### src/rtl/plane_merge_pkg.sv
package plane_merge_pkg;

  typedef enum logic [1:0] {
    ST_IDLE  = 2'd0,
    ST_LOCK0 = 2'd1,
    ST_LOCK1 = 2'd2
  } mergeState_e;

  // strobes from control to datapath
  typedef struct packed {
    logic selMeta0;
    logic selMeta1;
    logic selVideo;
  } mergeSel_t;

  // number of set mask bits strictly below plane index idx
  function automatic int keptBelow(input logic [3:0] mask, input int idx);
    int n;
    n = 0;
    for (int i = 0; i < 4; i++) begin
      if (i < idx && mask[i]) n++;
    end
    return n;
  endfunction

  function automatic int keptCount(input logic [3:0] mask);
    return keptBelow(mask, 4);
  endfunction

endpackage

### src/rtl/plane_merge_ctrl.sv
module plane_merge_ctrl
  import plane_merge_pkg::*;
#(
  parameter bit KEEP_META1 = 1'b1
) (
  input  logic      clk,
  input  logic      rstN,
  input  logic      in0Valid,
  input  logic      in0Meta,
  input  logic      in0Last,
  output logic      in0Ready,
  input  logic      in1Valid,
  input  logic      in1Meta,
  input  logic      in1Last,
  output logic      in1Ready,
  input  logic      outReady,
  output logic      outValid,
  output mergeSel_t sel
);

  mergeState_e state, nextState;
  logic useMeta0, useMeta1, useVideo;

  always_comb begin
    useMeta0 = 1'b0;
    useMeta1 = 1'b0;
    useVideo = 1'b0;
    if (rstN) begin
      unique case (state)
        ST_LOCK0: useMeta0 = 1'b1;
        ST_LOCK1: useMeta1 = 1'b1;
        default: begin
          if (in0Valid && in0Meta)            useMeta0 = 1'b1;
          else if (in1Valid && in1Meta)       useMeta1 = 1'b1;
          else if (in0Valid && in1Valid)      useVideo = 1'b1;
        end
      endcase
    end
  end

  always_comb begin
    sel          = '0;
    outValid     = 1'b0;
    in0Ready     = 1'b0;
    in1Ready     = 1'b0;
    nextState    = state;
    if (useMeta0) begin
      sel.selMeta0 = 1'b1;
      outValid     = in0Valid;
      in0Ready     = outReady;
      if (in0Valid && outReady) nextState = in0Last ? ST_IDLE : ST_LOCK0;
    end else if (useMeta1) begin
      if (KEEP_META1) begin
        sel.selMeta1 = 1'b1;
        outValid     = in1Valid;
        in1Ready     = outReady;
      end else begin
        in1Ready     = 1'b1;
      end
      if (in1Valid && in1Ready) nextState = in1Last ? ST_IDLE : ST_LOCK1;
    end else if (useVideo) begin
      sel.selVideo = 1'b1;
      outValid     = 1'b1;
      in0Ready     = outReady;
      in1Ready     = outReady;
    end
  end

  always_ff @(posedge clk) begin
    if (!rstN) state <= ST_IDLE;
    else       state <= nextState;
  end

  // a video beat taken from input 0 outside a metapacket pulls input 1 along
  assert_lockstep_R3: assert property (@(posedge clk) disable iff (!rstN)
    (state == ST_IDLE && in0Valid && in0Ready && !in0Meta)
      |-> (in1Valid && in1Ready && !in1Meta));

  assert_hold_in1_R6: assert property (@(posedge clk) disable iff (!rstN)
    (state == ST_LOCK0) |-> !in1Ready);

  assert_hold_in0_R6: assert property (@(posedge clk) disable iff (!rstN)
    (state == ST_LOCK1) |-> !in0Ready);

  assert_backpressure_R10: assert property (@(posedge clk) disable iff (!rstN)
    !outReady |-> !in0Ready);

  assert_out_backed_R4: assert property (@(posedge clk) disable iff (!rstN)
    (outValid && outReady) |-> ((in0Valid && in0Ready) || (in1Valid && in1Ready)));

  if (!KEEP_META1) begin : gDropChk
    assert_drop_meta1_R8: assert property (@(posedge clk) disable iff (!rstN)
      (in1Valid && in1Ready && in1Meta) |-> !outValid);
  end

endmodule

### src/rtl/plane_merge_dp.sv
module plane_merge_dp
  import plane_merge_pkg::*;
#(
  parameter int         BITS       = 8,
  parameter int         PIP        = 2,
  parameter int         IN0_PLANES = 3,
  parameter int         IN1_PLANES = 3,
  parameter int         OUT_PLANES = 3,
  parameter logic [3:0] KEEP0      = 4'b0101,
  parameter logic [3:0] KEEP1      = 4'b0010,
  localparam int        IN0_W      = PIP * IN0_PLANES * BITS,
  localparam int        IN1_W      = PIP * IN1_PLANES * BITS,
  localparam int        OUT_W      = PIP * OUT_PLANES * BITS
) (
  input  logic             clk,
  input  logic             rstN,
  input  mergeSel_t        sel,
  input  logic [IN0_W-1:0] in0Data,
  input  logic             in0Last,
  input  logic [IN1_W-1:0] in1Data,
  input  logic             in1Last,
  output logic [OUT_W-1:0] outData,
  output logic             outLast,
  output logic             outMeta
);

  localparam int KEPT0 = keptCount(KEEP0);

  logic [OUT_W-1:0] videoData;
  logic [OUT_W-1:0] meta0Data;
  logic [OUT_W-1:0] meta1Data;

  for (genvar p = 0; p < PIP; p++) begin : gPix
    for (genvar c = 0; c < 4; c++) begin : gPlane
      if (KEEP0[c]) begin : gTake0
        localparam int DST = p * OUT_PLANES + keptBelow(KEEP0, c);
        assign videoData[DST*BITS +: BITS] = in0Data[(p*IN0_PLANES + c)*BITS +: BITS];
      end
      if (KEEP1[c]) begin : gTake1
        localparam int DST = p * OUT_PLANES + KEPT0 + keptBelow(KEEP1, c);
        assign videoData[DST*BITS +: BITS] = in1Data[(p*IN1_PLANES + c)*BITS +: BITS];
      end
    end
  end

  if (IN0_W >= OUT_W) begin : gFit0
    assign meta0Data = in0Data[OUT_W-1:0];
  end else begin : gPad0
    assign meta0Data = {{(OUT_W-IN0_W){1'b0}}, in0Data};
  end

  if (IN1_W >= OUT_W) begin : gFit1
    assign meta1Data = in1Data[OUT_W-1:0];
  end else begin : gPad1
    assign meta1Data = {{(OUT_W-IN1_W){1'b0}}, in1Data};
  end

  always_comb begin
    outData = '0;
    outLast = 1'b0;
    outMeta = 1'b0;
    if (sel.selVideo) begin
      outData = videoData;
      outLast = in0Last;
    end else if (sel.selMeta1) begin
      outData = meta1Data;
      outLast = in1Last;
      outMeta = 1'b1;
    end else if (sel.selMeta0) begin
      outData = meta0Data;
      outLast = in0Last;
      outMeta = 1'b1;
    end
  end

  assert_sel_onehot_R5: assert property (@(posedge clk) disable iff (!rstN)
    $onehot0(sel));

endmodule

### src/rtl/plane_merge2.sv
module plane_merge2
  import plane_merge_pkg::*;
#(
  parameter int         BITS       = 8,
  parameter int         PIP        = 2,
  parameter int         IN0_PLANES = 3,
  parameter int         IN1_PLANES = 3,
  parameter int         OUT_PLANES = 3,
  parameter logic [3:0] KEEP0      = 4'b0101,
  parameter logic [3:0] KEEP1      = 4'b0010,
  parameter bit         KEEP_META1 = 1'b1
) (
  input  logic                             clk,
  input  logic                             rstN,
  input  logic [PIP*IN0_PLANES*BITS-1:0]   in0Data,
  input  logic                             in0Valid,
  input  logic                             in0Meta,
  input  logic                             in0Last,
  output logic                             in0Ready,
  input  logic [PIP*IN1_PLANES*BITS-1:0]   in1Data,
  input  logic                             in1Valid,
  input  logic                             in1Meta,
  input  logic                             in1Last,
  output logic                             in1Ready,
  output logic [PIP*OUT_PLANES*BITS-1:0]   outData,
  output logic                             outValid,
  output logic                             outMeta,
  output logic                             outLast,
  input  logic                             outReady
);

  if (keptCount(KEEP0) + keptCount(KEEP1) != OUT_PLANES) begin : gBadCount
    $error("kept plane total does not match OUT_PLANES");
  end
  if ((KEEP0 >> IN0_PLANES) != 4'd0 || (KEEP1 >> IN1_PLANES) != 4'd0) begin : gBadMask
    $error("keep mask selects a plane the input does not carry");
  end

  mergeSel_t sel;

  plane_merge_ctrl #(
    .KEEP_META1(KEEP_META1)
  ) u_ctrl (
    .clk      (clk),
    .rstN     (rstN),
    .in0Valid (in0Valid),
    .in0Meta  (in0Meta),
    .in0Last  (in0Last),
    .in0Ready (in0Ready),
    .in1Valid (in1Valid),
    .in1Meta  (in1Meta),
    .in1Last  (in1Last),
    .in1Ready (in1Ready),
    .outReady (outReady),
    .outValid (outValid),
    .sel      (sel)
  );

  plane_merge_dp #(
    .BITS       (BITS),
    .PIP        (PIP),
    .IN0_PLANES (IN0_PLANES),
    .IN1_PLANES (IN1_PLANES),
    .OUT_PLANES (OUT_PLANES),
    .KEEP0      (KEEP0),
    .KEEP1      (KEEP1)
  ) u_dp (
    .clk     (clk),
    .rstN    (rstN),
    .sel     (sel),
    .in0Data (in0Data),
    .in0Last (in0Last),
    .in1Data (in1Data),
    .in1Last (in1Last),
    .outData (outData),
    .outLast (outLast),
    .outMeta (outMeta)
  );

endmodule

### config.mk
export PLATFORM = sky130hd
export DESIGN_NAME = plane_merge2
export DESIGN_NICKNAME = d
export VERILOG_FILES = /design/src/rtl/plane_merge_pkg.sv /design/src/rtl/plane_merge_ctrl.sv /design/src/rtl/plane_merge_dp.sv /design/src/rtl/plane_merge2.sv
export SDC_FILE = /design/constraint.sdc
export NUM_CORES = 1
export LEC_CHECK = 0
export BUFFER_PORTS_ARGS = -buffer_cell sky130_fd_sc_hd__buf_2
export CAP_MARGIN = 25
export CORE_MARGIN = 3
export CORE_UTILIZATION = 31
export DETAILED_ROUTE_END_ITERATION = 7
export PLACE_DENSITY = 0.87
export SYNTH_ARGS = -nofsm -noshare
export SYNTH_HDL_FRONTEND = slang
export SYNTH_SLANG_ARGS = --single-unit
### constraint.sdc
create_clock -name clk -period 5.8 [get_ports clk]
set_input_delay 1.16 -clock clk [delete_from_list [all_inputs] [get_ports clk]]
set_output_delay 1.16 -clock clk [all_outputs]
set_load 0.01 [all_outputs]
==> run summary, run 1 <==
starting density of the core: 33.8%
final hold viol count: 0
Clk Tree Root Cell: sky130_fd_sc_hd__clkbuf_4
worst hold endpoint: u_ctrl.state[1]$_SDFFE_PN0P_
worst hold path stage count: 2
Place WS: 1780 ps
async set-or-reset flop fraction in the synthesized netlist: 0%
clock buffer count from CTS: 3
total met3 wirelength after detailed routing: 367 um
floorplan die width: 62.0 um
Core Region: 2880 um2
routed metal-1 wirelength: 1700 um
Routed met2 length: 2350 um
post-detailed-routing wire length: 4450 um
post-synthesis area per instance: 7.32 um2
worst-case register-to-register setup slack: 3570 ps
clock tree from TritonCTS: built
remaining max-slew budget at the tightest pin: 34.4%
Vias: 1,732
diodes inserted: 0
number of setup buffers added after CTS: 0
Leakage: 1.22 nW
half-perimeter wire length after detailed placement: 3590 um
largest registers: u_ctrl.state: 2 flops
Resized cells post-CTS: 0
max cap viols: 0
number of standard cells after synthesis: 133
first-pass GRT wire length: 5910 um
critical path peak fanout: 51
overflow left after global routing: 0
count of nets after finishing: 389
Filler Cell Count: 287
register containing the most flip-flops in the final layout: u_ctrl.state
number of synthesis warnings: 0
fraction of final layout cells with drive strength greater than 1: 59.3%
antenna violations before repair: 0
launching instance or port of the critical path: rstN
Reg2Reg Depth: 6
Site Rows: 19
total area of sequential cells: 40.0 um2
final setup violation count: 0
clk sink count: 2
area occupied by multi-input gates: 706 um2
maximum operating frequency: 0.249 GHz
netlist area before placement: 973 um2
required arrival time at the worst endpoint: 4640 ps
Slew @ Worst Pin: 984 ps
height of the die: 62.0 um
minimum clock period after layout: 4020 ps
Max Slew Vio Count: 0
Pre-Repair DR Iteration Count: 7
Residual DRC: 0
area added between synthesis and finish: 79.7%
worst-case setup margin in the final layout: 1780 ps
total I/O pin count: 158
overall routing resource usage: 19.5%
clock insertion delay at the later pin of the skew report: 220 ps
drt via density: 5.38
category of the most critical setup path: in2out
endpoint kind of the worst setup timing path: output pin
crit start category: primary input
status: complete, no violations
worst hold path type: reg2reg
crit path DAT: 2860 ps
sequential share of the synthesized area: 4.11%
Port-buffer cells: 157
total chip power: 0.161 mW
most common flop cell mapped by yosys: sky130_fd_sc_hd__dfxtp_1
count of unique library cells instantiated by Yosys: 31
maximum number of pins on one net before global-route repair: 52
max FFs per register: 2
number of global-route vias before repair: 1,451
worst clock skew on the final layout: 3.35 ps
# H-tree levels: 1
Die Outline Area: 3850 um2
start point of the worst hold path: u_ctrl.state[1]$_SDFFE_PN0P_
crit share post-route: 69.3%
top routing layer used: met4
remaining antenna violation count after routing: 0
flip-flop and latch count after synthesis: 2
RSZ-0062 raised after global routing: no
DRT iter0 DRCs: 203
Clk pin slew, worst setup/hold paths: 30 ps
placer's final routability congestion estimate: 0.855
number of buffers added to fix hold violations after cts: 0
Post-synth EDFFs: 0
maximum count of clock buffers along a single path: 2
Total Neg Setup Slack: 0 ps
average wire length per cell after detail routing: 13.8 um
power per standard cell area: 92.0 nW/um2
net count after synthesis: 240
maximum resistive drop on vdd: 0.128 mV
startpoint of the lowest-slack register-to-register path: u_ctrl.state[0]$_SDFFE_PN0P_
Worst R2R End: u_ctrl.state[1]$_SDFFE_PN0P_
through the flow:
stage / hold slack, ps / cells / utilization (%) / instance area, um2
after detailed placement: 487 / 319 / 60.0 / 1730
after global routing: 526 / 322 / 60.8 / 1750
final: 484 / 322 / 60.8 / 1750
after floorplan: 462 / 133 / - / 973
after global placement: 494 / 319 / 60.0 / 1730
after CTS: 492 / 322 / 60.8 / 1750
per-layer routing:
layer  track usage (%)  vias up
li1                  -      841
met1              23.4      803
met2              36.2       84
met3              1.65        4
met4              6.06        0
met5                 0        -
layout make-up:
cell class,instances,area share (%)
repair buffers,159,45.8
multi-input cells,82,40.3
inverters,34,7.30
well taps,42,3.00
flip-flops and latches,2,2.29
clock buffers,3,1.29
Yosys cell counts, drive strengths merged, types with 2 or more instances:
| cell type | n | area (um2) |
|---|---|---|
| o21ai | 2 | 10.0 |
| a222oi | 32 | 320 |
| nand3b | 2 | 15.0 |
| nor2 | 2 | 10.0 |
| ha | 2 | 25.0 |
| dfxtp | 2 | 40.0 |
| clkbuf | 6 | 22.5 |
| o2111ai | 2 | 17.5 |
| a22o | 17 | 149 |
| nand2 | 7 | 26.3 |
| buf | 9 | 82.6 |
| inv | 34 | 128 |
where the power goes:
| part | internal [mW] | leakage (nW) | switching [mW] |
|---|---|---|---|
| logic | 0.0586 | 1.19 | 0.0570 |
| clock network | 0.0228 | 0.0138 | 0.00797 |
| registers | 0.0143 | 0.0162 | 0.000354 |
worst max-delay path, stage by stage:
cell and delay [ps]:
sky130_fd_sc_hd__buf_2 190, sky130_fd_sc_hd__and3_4 200, sky130_fd_sc_hd__a32o_2 780, sky130_fd_sc_hd__a222oi_1 280, sky130_fd_sc_hd__inv_1 90, sky130_fd_sc_hd__buf_2 130
worst max-delay path by stage:
stage,endpoint,slack (ps),depth (start not counted)
2_1_floorplan,outData[46],2320,7
3_3_place_gp,outData[43],1840,6
3_5_place_dp,outData[13],1780,6
4_1_cts,outData[13],1790,6
5_1_grt,outData[22],1630,6
6_report,outData[13],1780,6
layout by cell type, fill, tap and decap left out, drive strengths merged, types with 2 or more instances in the layout:
master and instances:
o2111ai 2, nand2 7, nand3b 2, o21ai 2
inv 34, a22o 17, dfxtp 2, buf 159
a222oi 32, ha 2, nor2 2, clkbuf 3
logic make-up after synthesis:
| group | after synthesis | share of synthesized area, % |
|---|---|---|
| buffers and inverters | 49 | 23.9 |
| multiplexers | 1 | 1.16 |
| AO/OA/AOI/OAI | 60 | 56.7 |
| flip-flops | 2 | 4.11 |
| adder cells (fa/ha/maj) | 2 | 2.57 |
| AND/OR/NAND/NOR | 19 | 11.6 |
No activity file was read; power rests on OpenSTA's default activity.
==> run 2: changes to the inputs <==
- CORE_UTILIZATION: 31 -> 29
- PLACE_DENSITY: 0.87 -> 0.82
- clock period: 5.8 -> 4.15 ns (I/O delays scaled with it)
==> run summary, run 2 (synthesized netlist as in run 1, its figures left out) <==
crit share post-route: 81.0%
Slew @ Worst Pin: 575 ps
post-detailed-routing wire length: 4330 um
total I/O pin count: 158
count of nets after finishing: 390
number of setup buffers added after CTS: 0
overall routing resource usage: 18.9%
Pre-Repair DR Iteration Count: 8
final hold viol count: 0
Clk pin slew, worst setup/hold paths: 30 ps
floorplan die width: 63.9 um
placer's final routability congestion estimate: 0.832
endpoint kind of the worst setup timing path: output pin
largest registers: u_ctrl.state: 2 flops
clock buffer count from CTS: 3
register containing the most flip-flops in the final layout: u_ctrl.state
crit path DAT: 2530 ps
top library cells by usage in the layout, fill and taps aside: sky130_fd_sc_hd__buf_2, sky130_fd_sc_hd__inv_1, sky130_fd_sc_hd__a222oi_1
# H-tree levels: 1
maximum number of pins on one net before global-route repair: 33
DRT iter0 DRCs: 272
overflow left after global routing: 0
Total Neg Setup Slack: 0 ps
crit start category: flip-flop
Max Slew Vio Count: 0
worst-case setup margin in the final layout: 790 ps
max FFs per register: 2
average wire length per cell after detail routing: 13.3 um
Leakage: 1.23 nW
status: finished, violations left
area added between synthesis and finish: 80.7%
required arrival time at the worst endpoint: 3320 ps
first-pass GRT wire length: 6600 um
minimum clock period after layout: 3360 ps
category of the most critical setup path: reg2out
Place WS: 852 ps
fraction of final layout cells with drive strength greater than 1: 59.4%
start point of the worst hold path: u_ctrl.state[1]$_SDFFE_PN0P_
clk sink count: 2
max cap viols: 0
height of the die: 63.9 um
remaining antenna violation count after routing: 0
Vias: 1,740
starting density of the core: 31.1%
Site Rows: 20
Die Outline Area: 4090 um2
Port-buffer cells: 157
clock tree from TritonCTS: built
half-perimeter wire length after detailed placement: 3510 um
worst hold path type: reg2reg
final setup violation count: 0
critical path peak fanout: 29
maximum count of clock buffers along a single path: 2
violations in the final reports: DRC
clock insertion delay at the later pin of the skew report: 220 ps
startpoint of the lowest-slack register-to-register path: u_ctrl.state[0]$_SDFFE_PN0P_
power per standard cell area: 128 nW/um2
maximum operating frequency: 0.298 GHz
commonest non-fill, non-tap cell in the layout: sky130_fd_sc_hd__buf_2
antenna violations before repair: 0
Residual DRC: 2
number of buffers added to fix hold violations after cts: 0
Clk Tree Root Cell: sky130_fd_sc_hd__clkbuf_4
Resized cells post-CTS: 0
worst clock skew on the final layout: 0.954 ps
number of global-route vias before repair: 1,514
drt via density: 5.35
remaining max-slew budget at the tightest pin: 61.7%
diodes inserted: 0
Core Region: 3130 um2
launching instance or port of the critical path: u_ctrl.state[0]$_SDFFE_PN0P_
RSZ-0062 raised after global routing: no
maximum resistive drop on vdd: 0.149 mV
run 2: cell count changes in the layout (fill, tap and decap cells not counted), sizes merged:
cell	delta
buf	+1
run 2: worst paths after layout:
check | endpoint | slack (ps) | cells after the start
max | outData[34] | 790 | 8
min | u_ctrl.state[1]$_SDFFE_PN0P_ | 500 | 2
max reg2reg | u_ctrl.state[1]$_SDFFE_PN0P_ | 2220 | 6
min reg2reg | u_ctrl.state[1]$_SDFFE_PN0P_ | 500 | 2
run 2: worst max-delay path, cell delays in order, from the launching register on:
cell,delay (ps)
sky130_fd_sc_hd__dfxtp_1,370
sky130_fd_sc_hd__inv_1,60
sky130_fd_sc_hd__ha_1,410
sky130_fd_sc_hd__a21boi_1,230
sky130_fd_sc_hd__a32o_2,530
sky130_fd_sc_hd__buf_4,350
sky130_fd_sc_hd__a222oi_1,150
sky130_fd_sc_hd__inv_1,70
sky130_fd_sc_hd__buf_2,120
run 2: stage by stage:
stage	hold WS, ps	cells	power [mW]	instance area [um2]	utilization [%]
final	499	325	0.224	1760	56.2
after global routing	528	325	0.245	1760	56.2
after detailed placement	495	322	0.182	1740	55.5
after global placement	492	322	0.179	1740	55.5
after floorplan	462	133	0.0966	973	-
after CTS	502	325	0.227	1760	56.2
run 2: metal layers:
| layer | track usage, % | wire [um] | vias up |
|---|---|---|---|
| met5 | 0 | 0 | - |
| met2 | 35.1 | 2290 | 102 |
| li1 | - | - | 845 |
| met4 | 4.58 | 29 | 0 |
| met1 | 23.4 | 1620 | 787 |
| met3 | 1.23 | 381 | 6 |
run 2: cell type report:
| class | count | area, um2 |
|---|---|---|
| Fill cell | 309 | 1370 |
| Timing Repair Buffer | 160 | 808 |
| Multi-Input combinational cell | 82 | 706 |
| Inverter | 34 | 128 |
| Tap cell | 44 | 55.1 |
| Sequential cell | 2 | 40.0 |
| Clock buffer | 3 | 22.5 |
run 2: where the power goes:
part           total, mW  switching [mW]  internal, mW  leakage, nW
registers         0.0205        0.000575        0.0200       0.0162
clock network     0.0420          0.0102        0.0318       0.0138
logic              0.162          0.0795        0.0824         1.20
==> run 3: changes to the inputs <==
- clock period: 4.15 -> 3.1 ns (I/O delays scaled with it)
==> run summary, run 3 (synthesized netlist as in run 1, its figures left out) <==
status: finished, violations left
violations in the final reports: DRC
endpoint kind of the worst setup timing path: output pin
Clk Tree Root Cell: sky130_fd_sc_hd__clkbuf_4
remaining antenna violation count after routing: 0
drt via density: 5.30
power per standard cell area: 170 nW/um2
count of nets after finishing: 392
overflow left after global routing: 0
half-perimeter wire length after detailed placement: 3650 um
DRT iter0 DRCs: 231
register containing the most flip-flops in the final layout: u_ctrl.state
Reg2Reg Depth: 7
number of setup buffers added after CTS: 0
max FFs per register: 2
Core Region: 3130 um2
antenna violations before repair: 0
critical path peak fanout: 30
minimum clock period after layout: 2900 ps
Pre-Repair DR Iteration Count: 8
Slew @ Worst Pin: 394 ps
Residual DRC: 3
overall routing resource usage: 20.2%
Port-buffer cells: 157
Filler Cell Count: 324
area added between synthesis and finish: 83.0%
height of the die: 63.9 um
required arrival time at the worst endpoint: 2480 ps
commonest non-fill, non-tap cell in the layout: sky130_fd_sc_hd__buf_2
post-detailed-routing wire length: 4410 um
worst hold path stage count: 2
Vias: 1,734
average wire length per cell after detail routing: 13.5 um
floorplan die width: 63.9 um
max cap viols: 0
remaining max-slew budget at the tightest pin: 73.6%
fraction of final layout cells with drive strength greater than 1: 60.1%
total chip power: 0.302 mW
# H-tree levels: 1
category of the most critical setup path: reg2out
maximum count of clock buffers along a single path: 2
crit path DAT: 2280 ps
maximum resistive drop on vdd: 0.192 mV
total I/O pin count: 158
diodes inserted: 0
final-layout worst hold slack: 495 ps
clock buffer count from CTS: 3
Clk pin slew, worst setup/hold paths: 30 ps
maximum number of pins on one net before global-route repair: 31
RSZ-0062 raised after global routing: no
first-pass GRT wire length: 6950 um
starting density of the core: 31.1%
clock insertion delay at the later pin of the skew report: 220 ps
Total Neg Setup Slack: 0 ps
top library cells by usage in the layout, fill and taps aside: sky130_fd_sc_hd__buf_2, sky130_fd_sc_hd__inv_1, sky130_fd_sc_hd__a222oi_1
Max Slew Vio Count: 0
clock tree from TritonCTS: built
placer's final routability congestion estimate: 0.865
Site Rows: 20
maximum operating frequency: 0.345 GHz
Die Outline Area: 4090 um2
Leakage: 1.24 nW
final setup violation count: 0
crit share post-route: 93.5%
worst hold path type: reg2reg
clk sink count: 2
worst clock skew on the final layout: 0.943 ps
number of global-route vias before repair: 1,573
largest registers: u_ctrl.state: 2 flops
final hold viol count: 0
crit start category: flip-flop
## run 3: cell count changes in the layout (fill, tap and decap cells not counted), sizes merged
| cell | delta |
|---|---|
| buf | +2 |
## run 3: per-layer routing
metal  part of all wire (%)  global-route usage (%)  vias up
met4                   0.27                    4.31        0
met5                      0                       0        -
li1                       -                       -      849
met2                     54                    38.5       94
met3                    8.5                    4.04        2
met1                     37                    22.7      789
## run 3: layout make-up
cell class	instances	area, um2	share of cell area, %
timing repair buffer	162	823	46.2
multi-input combinational	82	713	40.0
inverter	34	128	7.16
tap	44	55.1	3.09
sequential	2	40.0	2.25
clock buffer	3	22.5	1.26
## run 3: critical path: stages (launching register included)
cell and delay [ps]:
sky130_fd_sc_hd__dfxtp_1 350, sky130_fd_sc_hd__inv_1 60, sky130_fd_sc_hd__ha_1 390, sky130_fd_sc_hd__a21boi_1 180
sky130_fd_sc_hd__a32o_2 230, sky130_fd_sc_hd__buf_4 220, sky130_fd_sc_hd__a222oi_1 400, sky130_fd_sc_hd__inv_1 70
sky130_fd_sc_hd__buf_2 140
## run 3: through the flow
stage | util [%] | setup WS, ps | std cells | instance area (um2)
2_1_floorplan | - | 691 | 133 | 973
3_3_place_gp | 56.0 | 229 | 324 | 1750
3_5_place_dp | 56.0 | 205 | 324 | 1750
4_1_cts | 56.7 | 132 | 327 | 1770
5_1_grt | 57.0 | 9.84 | 327 | 1780
6_report | 57.0 | 203 | 327 | 1780
## run 3: path summary, 6_finish.rpt
kind	start	endpoint	slack (ps)
worst min register to register	u_ctrl.state[1]$_SDFFE_PN0P_	u_ctrl.state[1]$_SDFFE_PN0P_	500
worst max register to register	u_ctrl.state[0]$_SDFFE_PN0P_	u_ctrl.state[1]$_SDFFE_PN0P_	1360
worst max-delay path	u_ctrl.state[0]$_SDFFE_PN0P_	outData[41]	200
worst min-delay path	u_ctrl.state[1]$_SDFFE_PN0P_	u_ctrl.state[1]$_SDFFE_PN0P_	500
## run 3: what timing repair did
item,in CTS,in global routing
endpoints found under the setup margin,18,19
pin swaps,0,1
hold endpoints to repair,0,0
gates resized for setup,1,1
hold buffers,0,0
## run 3: report_power, final
part | total (mW) | leakage, nW | internal (mW) | switching (mW)
sequential | 0.0273 | 0.0162 | 0.0267 | 0.000632
combinational | 0.218 | 1.21 | 0.112 | 0.107
clock | 0.0567 | 0.0138 | 0.0427 | 0.0140
